### src/rtl/pkt_stat_pkg.sv
package pkt_stat_pkg;
  localparam int unsigned NUM_CTR = 6;

  typedef enum logic [2:0] {
    EV_TX_SOP = 3'd0,
    EV_TX_EOP = 3'd1,
    EV_TX_ERR = 3'd2,
    EV_RX_SOP = 3'd3,
    EV_RX_EOP = 3'd4,
    EV_RX_ERR = 3'd5
  } ev_idx_e;

  localparam int unsigned CTL_SNAP_BIT = 0;
  localparam int unsigned CTL_SCLR_BIT = 1;
  localparam int unsigned CTL_CCLR_BIT = 2;
endpackage

### src/rtl/pkt_stat_ctr.sv
module pkt_stat_ctr #(
  parameter int unsigned W = 64
) (
  input  logic         clk_i,
  input  logic         rst_ni,
  input  logic         clr_i,
  input  logic         inc_i,
  output logic [W-1:0] cnt_o
);
  always_ff @(posedge clk_i or negedge rst_ni) begin
    if (!rst_ni)    cnt_o <= '0;
    else if (clr_i) cnt_o <= '0;  // clear beats same-cycle increment
    else if (inc_i) cnt_o <= cnt_o + W'(1);
  end
endmodule

### src/rtl/pkt_stat_shadow.sv
module pkt_stat_shadow #(
  parameter int unsigned N = 6,
  parameter int unsigned W = 64
) (
  input  logic                clk_i,
  input  logic                rst_ni,
  input  logic                cap_i,
  input  logic                clr_i,
  input  logic [N-1:0][W-1:0] live_i,
  output logic [N-1:0][W-1:0] snap_o,
  output logic                vld_o
);
  always_ff @(posedge clk_i or negedge rst_ni) begin
    if (!rst_ni) begin
      snap_o <= '0;
      vld_o  <= 1'b0;
    end else if (clr_i) begin
      snap_o <= '0;
      vld_o  <= 1'b0;
    end else if (cap_i) begin
      snap_o <= live_i;
      vld_o  <= 1'b1;
    end
  end
endmodule

### src/rtl/pkt_stat_rdmux.sv
module pkt_stat_rdmux #(
  parameter int unsigned N        = 6,
  parameter int unsigned W        = 64,
  parameter int unsigned DW       = 32,
  parameter int unsigned AW       = 8,
  parameter int unsigned CTL_ADDR = 0,
  parameter int unsigned CTR_BASE = 16
) (
  input  logic [AW-1:0]       addr_i,
  input  logic [N-1:0][W-1:0] snap_i,
  input  logic                vld_i,
  output logic [DW-1:0]       rdata_o
);
  localparam int unsigned HI_W = W - DW;

  always_comb begin
    rdata_o = '0;
    if (addr_i == AW'(CTL_ADDR)) rdata_o = {{(DW-1){1'b0}}, vld_i};
    for (int i = 0; i < int'(N); i++) begin
      if (addr_i == AW'(CTR_BASE + 8*i))
        rdata_o = snap_i[i][DW-1:0];
      if (addr_i == AW'(CTR_BASE + 8*i + 4))
        rdata_o = DW'(snap_i[i][W-1 -: HI_W]);
    end
  end
endmodule

### src/rtl/pkt_stat_bank.sv
module pkt_stat_bank
  import pkt_stat_pkg::*;
#(
  parameter int unsigned CNT_W    = 64,
  parameter int unsigned DATA_W   = 32,
  parameter int unsigned ADDR_W   = 8,
  parameter int unsigned CTL_ADDR = 0,
  parameter int unsigned CTR_BASE = 16
) (
  input  logic              clk_i,
  input  logic              rst_ni,
  input  logic              tx_valid_i,
  input  logic              tx_sop_i,
  input  logic              tx_eop_i,
  input  logic              tx_err_i,
  input  logic              rx_valid_i,
  input  logic              rx_sop_i,
  input  logic              rx_eop_i,
  input  logic              rx_err_i,
  input  logic              reg_we_i,
  input  logic [ADDR_W-1:0] reg_addr_i,
  input  logic [DATA_W-1:0] reg_wdata_i,
  output logic [DATA_W-1:0] reg_rdata_o
);
  logic                          ctl_wr;
  logic                          snap_cap, snap_clr, cnt_clr;
  logic [NUM_CTR-1:0]            inc;
  logic [NUM_CTR-1:0][CNT_W-1:0] live;
  logic [NUM_CTR-1:0][CNT_W-1:0] snap;
  logic                          snap_vld;

  assign ctl_wr   = reg_we_i && (reg_addr_i == ADDR_W'(CTL_ADDR));
  assign snap_cap = ctl_wr && reg_wdata_i[CTL_SNAP_BIT];
  assign snap_clr = ctl_wr && reg_wdata_i[CTL_SCLR_BIT];
  assign cnt_clr  = ctl_wr && reg_wdata_i[CTL_CCLR_BIT];

  // beat qualification; error only counted on closing beat
  always_comb begin
    inc            = '0;
    inc[EV_TX_SOP] = tx_valid_i && tx_sop_i;
    inc[EV_TX_EOP] = tx_valid_i && tx_eop_i;
    inc[EV_TX_ERR] = tx_valid_i && tx_eop_i && tx_err_i;
    inc[EV_RX_SOP] = rx_valid_i && rx_sop_i;
    inc[EV_RX_EOP] = rx_valid_i && rx_eop_i;
    inc[EV_RX_ERR] = rx_valid_i && rx_eop_i && rx_err_i;
  end

  for (genvar g = 0; g < NUM_CTR; g++) begin : g_ctr
    pkt_stat_ctr #(.W(CNT_W)) u_ctr (
      .clk_i (clk_i),
      .rst_ni(rst_ni),
      .clr_i (cnt_clr),
      .inc_i (inc[g]),
      .cnt_o (live[g])
    );
  end

  pkt_stat_shadow #(.N(NUM_CTR), .W(CNT_W)) u_shadow (
    .clk_i (clk_i),
    .rst_ni(rst_ni),
    .cap_i (snap_cap),
    .clr_i (snap_clr),
    .live_i(live),
    .snap_o(snap),
    .vld_o (snap_vld)
  );

  pkt_stat_rdmux #(
    .N(NUM_CTR), .W(CNT_W), .DW(DATA_W), .AW(ADDR_W),
    .CTL_ADDR(CTL_ADDR), .CTR_BASE(CTR_BASE)
  ) u_rdmux (
    .addr_i (reg_addr_i),
    .snap_i (snap),
    .vld_i  (snap_vld),
    .rdata_o(reg_rdata_o)
  );
endmodule

### config.mk
export PLATFORM = sky130hd
export DESIGN_NAME = pkt_stat_bank
export DESIGN_NICKNAME = d
export VERILOG_FILES = /design/src/rtl/pkt_stat_pkg.sv /design/src/rtl/pkt_stat_ctr.sv /design/src/rtl/pkt_stat_shadow.sv /design/src/rtl/pkt_stat_rdmux.sv /design/src/rtl/pkt_stat_bank.sv
export SDC_FILE = /design/constraint.sdc
export NUM_CORES = 1
export LEC_CHECK = 0
export CORE_ASPECT_RATIO = 1.25
export CORE_MARGIN = 5
export CORE_UTILIZATION = 60
export DETAILED_ROUTE_END_ITERATION = 10
export DONT_BUFFER_PORTS = 1
export PLACE_DENSITY = 0.76
export SLEW_MARGIN = 20
export SYNTH_ARGS = -nofsm -noshare
export SYNTH_HDL_FRONTEND = slang
export SYNTH_SLANG_ARGS = --single-unit
### constraint.sdc
create_clock -name clk_i -period 3.79 [get_ports clk_i]
set_clock_uncertainty 0.2 [all_clocks]
set_input_delay 0.758 -clock clk_i [delete_from_list [all_inputs] [get_ports clk_i]]
set_output_delay 0.758 -clock clk_i [all_outputs]
set_load 0.02 [all_outputs]
# --- Yosys cells after proc, flatten, opt, wreduce, memory -nomap -nowiden ---
# Cells that the tools add are included.
word_totals:
  regBits: 769
  input_bits: 51
  output_inout_bits: 32
  elab_cells: 78
op_classes:
  n_addsub: 6
  n_eq_ne: 12
  muxes: 29
  n_reduce_logical: 18
ops:
  columns: ["op", "count"]
  rows:
  - ["384-bit two-way mux", 2]
  - ["64-bit two-way mux", 12]
  - ["64-bit by 1-bit adder with 64-bit output, second input constant", 6]
  - ["32-bit two-way mux", 12]
  - ["8-bit by 6-bit == test with 1-bit output, second input constant", 8]
  - ["8-bit by 5-bit == test with 1-bit output, second input constant", 4]
  - ["2-bit nonzero test", 7]
  - ["1-bit logical AND", 10]
  - ["8-bit zero test", 1]
  - ["1-bit two-way mux", 3]

# --- Longest topological paths before layout ---
depth:
  ltp_word: 14
  depth_mapped: 10
  depth_no_buf: 6

# --- By module ---
# From an unflattened synthesis, not the netlist that was laid out.
unflattened:
  cells_unflattened: 4011
  hier_area_um2: 40201.1
by_module_without_submodules:
  columns: ["module", "instances", "cells_each", "area_each_um2", "seq_area_each_um2"]
  rows:
  - ["pkt_stat_ctr", 6, 379, 3460.8, 1601.5]
  - ["pkt_stat_shadow", 1, 1241, 15861.5, 9634.2]
  - ["pkt_stat_rdmux", 1, 483, 3474.6, 0.0]
  - ["pkt_stat_bank", 1, 13, 100.1, 0.0]

# --- Worst setup path after synthesis ---
# No wires, ideal clock.
synth_timing:
  path_kind: "input -> output"
  from: "input port reg_addr_i[5]"
  to: "output port reg_rdata_o[14]"
  arrival_ns: 2.975
  required_ns: 2.832
  setup_slack_ns: -0.143
  cell_stages: 7
  path_buffers: 2
  cell_sequence: "or4b_2 > clkbuf_1 > nor2_1 > clkbuf_1 > nand2_1 > a22o_1 > a211oi_1"
synth_via:
  elab_chain_len: 13
  word_cells_on_any_way: 24
  cone_classes: "eq/ne (12); mux (12)"
synth_rtl:
  columns: ["item", "line", "text"]
  rows:
  - ["from (decl)", "pkt_stat_bank.sv:21", "input logic [ADDR_W-1:0] reg_addr_i,"]
  - ["8-bit by 5-bit == test with 1-bit output", "pkt_stat_rdmux.sv:20", "if (addr_i == AW'(CTR_BASE + 8*i))"]
  - ["32-bit two-way mux", "pkt_stat_rdmux.sv:20", null]
  - ["32-bit two-way mux", "pkt_stat_rdmux.sv:22", "if (addr_i == AW'(CTR_BASE + 8*i + 4))"]
  - ["32-bit two-way mux", "pkt_stat_rdmux.sv:20", null]
  - ["32-bit two-way mux", "pkt_stat_rdmux.sv:22", null]
  - ["32-bit two-way mux", "pkt_stat_rdmux.sv:20", null]
  - ["32-bit two-way mux", "pkt_stat_rdmux.sv:22", null]
  - ["32-bit two-way mux", "pkt_stat_rdmux.sv:20", null]
  - ["32-bit two-way mux", "pkt_stat_rdmux.sv:22", null]
  - ["32-bit two-way mux", "pkt_stat_rdmux.sv:20", null]
  - ["32-bit two-way mux", "pkt_stat_rdmux.sv:22", null]
  - ["32-bit two-way mux", "pkt_stat_rdmux.sv:20", null]
  - ["32-bit two-way mux (*)", "pkt_stat_rdmux.sv:22", null]
  - ["to (decl)", "pkt_stat_bank.sv:23", "output logic [DATA_W-1:0] reg_rdata_o"]
# Every way passes the cells marked *; elsewhere a longest branch is shown, timed or not.

# --- Worst setup path after layout ---
layout_timing:
  from: "input port reg_addr_i[5]"
  to: "output port reg_rdata_o[23]"
# Same word-level chain as after synthesis.

==> out/metrics.yaml <==
die:
  coreArea_um2: 65300
  die_x_um: 239
  io-pin-count: 83
  initial_core_util: 0.602
  num_rows: 105
  die-area_um2: 70800
  die_y_um: 296
grt:
  grt-busiest-layer: "met2"
  grt_pass1_vias: 31400
  met2_usage: 0.531
  grt_max_degree: 770
  grtUsageMet3: 0.0554
  global_route.usage.total: 0.331
  gr-total-overflow: 0
  gr-usage-met1: 0.432
  grt_pass1_wl_um: 184000
  antenna_found_initial: 1
final_layout:
  nets: 4333
  layout-drive-gt1-share: 0.0764
  insertedDiodeCount: 0
  area_delta_synth_final_pct: 10.2
worst_setup_path:
  reg2reg_depth: 5
  crit_path_start_kind: "primary input"
  r2r_start: "g_ctr[5].u_ctr.cnt_o[32]"
  crit_start: "reg_addr_i[5]"
  cp_max_fo: 11
  cp.arrival_ps: 2820
  r2r_end: "g_ctr[5].u_ctr.cnt_o[52]"
  r2r_slack_ps: 870
  cp-end-kind: "output pin"
  crit_required_ps: 2830
  worst-setup-path-type: "primary input to output pin"
drt:
  avgViaCountPerCell: 6.43
  via_count: 33400
  drt_wl_total_um: 119000
  wl_per_cell_um: 22.8
  drtPass1Iterations: 7
  drc: 0
  drtIter0Drc: 3772
  antenna_left: 0
synthesis:
  muxShareOfSynthArea: 0.0158
  ys_ff_latch: 769
  synthTopCellsByArea: "dfrtp_1, nand2_1, o21ai_0, nand2b_1, o31ai_1"
  yosys_warnings: 0
  yosys_most_used_dff: "dfrtp_1"
  synth_top_family_by_area: "simple AND/OR/NAND/NOR gates"
  synth-compound-area-share: 0.158
  ys_seq_area_frac: 0.489
  synth-simple-area-share: 0.261
  synth_top_area_frac: 0.489
  synthDistinctLibCells: 72
  async_reset_ff_frac: 1.00
  syn_area_um2: 39300
  syn_inst: 4343
  synth_edf_count: 0
  synth-xor-area-share: 0.0379
  synth_top_cell_by_area: "dfrtp_1"
  syn_avg_cell_area_um2: 9.06
  syn_nets: 4400
  synth_fa_ha_area_frac: 0.00191
clocking:
  cts.path.max_buffers: 3
  cts_buffers: 79
  clock-sinks: 769
  cts_max_level: 3
  clock-root-buffer: "clkbuf_16"
  tritoncts: "built"
  clk_pin_slew_ps: 60
  clk_latency_ps: 630
flow_run:
  maxCapViolations: 0
place:
  port_buffers: 0
  post-dp-hpwl_um: 81800
  routabilityCongestion: 0.983
min_path:
  hold_path_class: "primary input to async pin"
timing:
  post-route-period-util: 0.996
  final.setup.tns_ps: 0
  maxSlewViolCount: 0
  worst_hold_slack_ps: -102
  rsz0062_at_grt: "no"
  hold_viol_final: 55
  slew_headroom: 0.130
  min_period_ps: 3780
  setup_violations: 0
  max_freq_ghz: 0.265
  tightest_slew_ps: 1300
outcome:
  status: "finished with violations"
  violations: "hold timing"
pwr:
  leakagePower_uw: 0.0175
  ir_drop_v: 0.000339
  p_per_area_nw_per_um2: 398
## what timing repair did
item / in CTS / in global routing
hold endpoints to repair: 769 / 3
setup endpoints to repair: 0 / 4
resized for setup: 0 / 2
buffers inserted: 0 / 0
## cell families after synthesis
| family | Yosys count |
|---|---|
| AO/OA/AOI/OAI | 1034 |
| flip-flops | 769 |
| XOR/XNOR | 170 |
| AND/OR/NAND/NOR | 1959 |
| buffers and inverters | 359 |
| multiplexers | 46 |
| adder cells (fa/ha/maj) | 6 |
## cells in the final DEF (no fill, tap or decap), drive strengths merged, types with 26 or more instances in the layout
master and instances:
buf 149, and3 56, nand3 164, nand2 593
or4 126, mux2i 26, nor2 264, and4 36
xnor2 62, nor4 47, o22ai 49, nand4 150
inv 67, o31ai 151, or3 70, clkbuf 115
a22oi 34, nor3 35, a21oi 216, o21ai 442
nand2b 353, xor2 108, dfrtp 769
## metal layers
layer / vias up / share of wire
met3: 301 / 0.065
met2: 1116 / 0.47
met5: - / 0
li1: 15500 / -
met1: 16500 / 0.40
met4: 0 / 0.068
## how the worst max path moves through the flow
stage,to,slack [ps],depth (start not counted)
2_1_floorplan,reg_rdata_o[29],30,7
5_1_grt,reg_rdata_o[27],10,7
6_report,reg_rdata_o[23],10,7
3_3_place_gp,reg_rdata_o[24],110,7
3_5_place_dp,reg_rdata_o[24],90,7
4_1_cts,reg_rdata_o[24],80,7
## synthesized netlist by cell type, types with 9 or more instances
master and n:
or2_2 9, nand2_1 593, a21oi_1 216, nor3_1 35
and4_1 36, dfrtp_1 769, a22oi_1 34, a221o_1 16
mux4_2 12, buf_2 26, o211ai_1 17, clkbuf_1 257
nor4_1 42, nor2_1 264, a22o_1 16, o21ai_0 442
inv_1 61, nand4_1 148, o31ai_1 150, and3_1 56
o22ai_1 49, or3_1 70, or4_1 124, nand3_1 164
mux2i_1 26, xnor2_1 62, nor2b_1 9, nand2b_1 353
and2_1 17, xor2_1 108, buf_1 10
## critical path, stage by stage
cell	delay, ps
or4b_2	750
nor2_1	160
buf_4	200
nand2_1	80
a22oi_1	420
o32a_1	270
buf_4	160
## area by class of cell
type / instances / area [um^2]
multi-input cells: 3215 / 18800
inverters: 61 / 229
clock inverters: 24 / 275
repair buffers: 150 / 1470
well taps: 856 / 1070
clock buffers: 115 / 2260
flip-flops and latches: 769 / 19200
fillers: 5322 / 21900
## flip-flops by register name, indices dropped and copies added, names as in the netlist
register           flops
u_shadow.snap_o      384
u_shadow.vld_o         1
g_ctr.u_ctr.cnt_o    384
## per-stage QoR
stage	power, uW	area, um^2	std cells	utilization	setup WS, ps
CTS	17200	43200	5184	0.662	82.7
finish	17300	43300	5190	0.664	13.6
floorplan	9280	39400	4343	-	26.7
global placement	9390	40700	5045	0.623	111
global route	17800	43300	5190	0.664	13.8
detailed placement	9420	40700	5045	0.623	88.6
## power by group
group	internal [uW]	switching, uW
clock	4500	3310
sequential	8400	252
combinational	321	483
total	13200	4040
No activity file was read; power rests on OpenSTA's default activity.
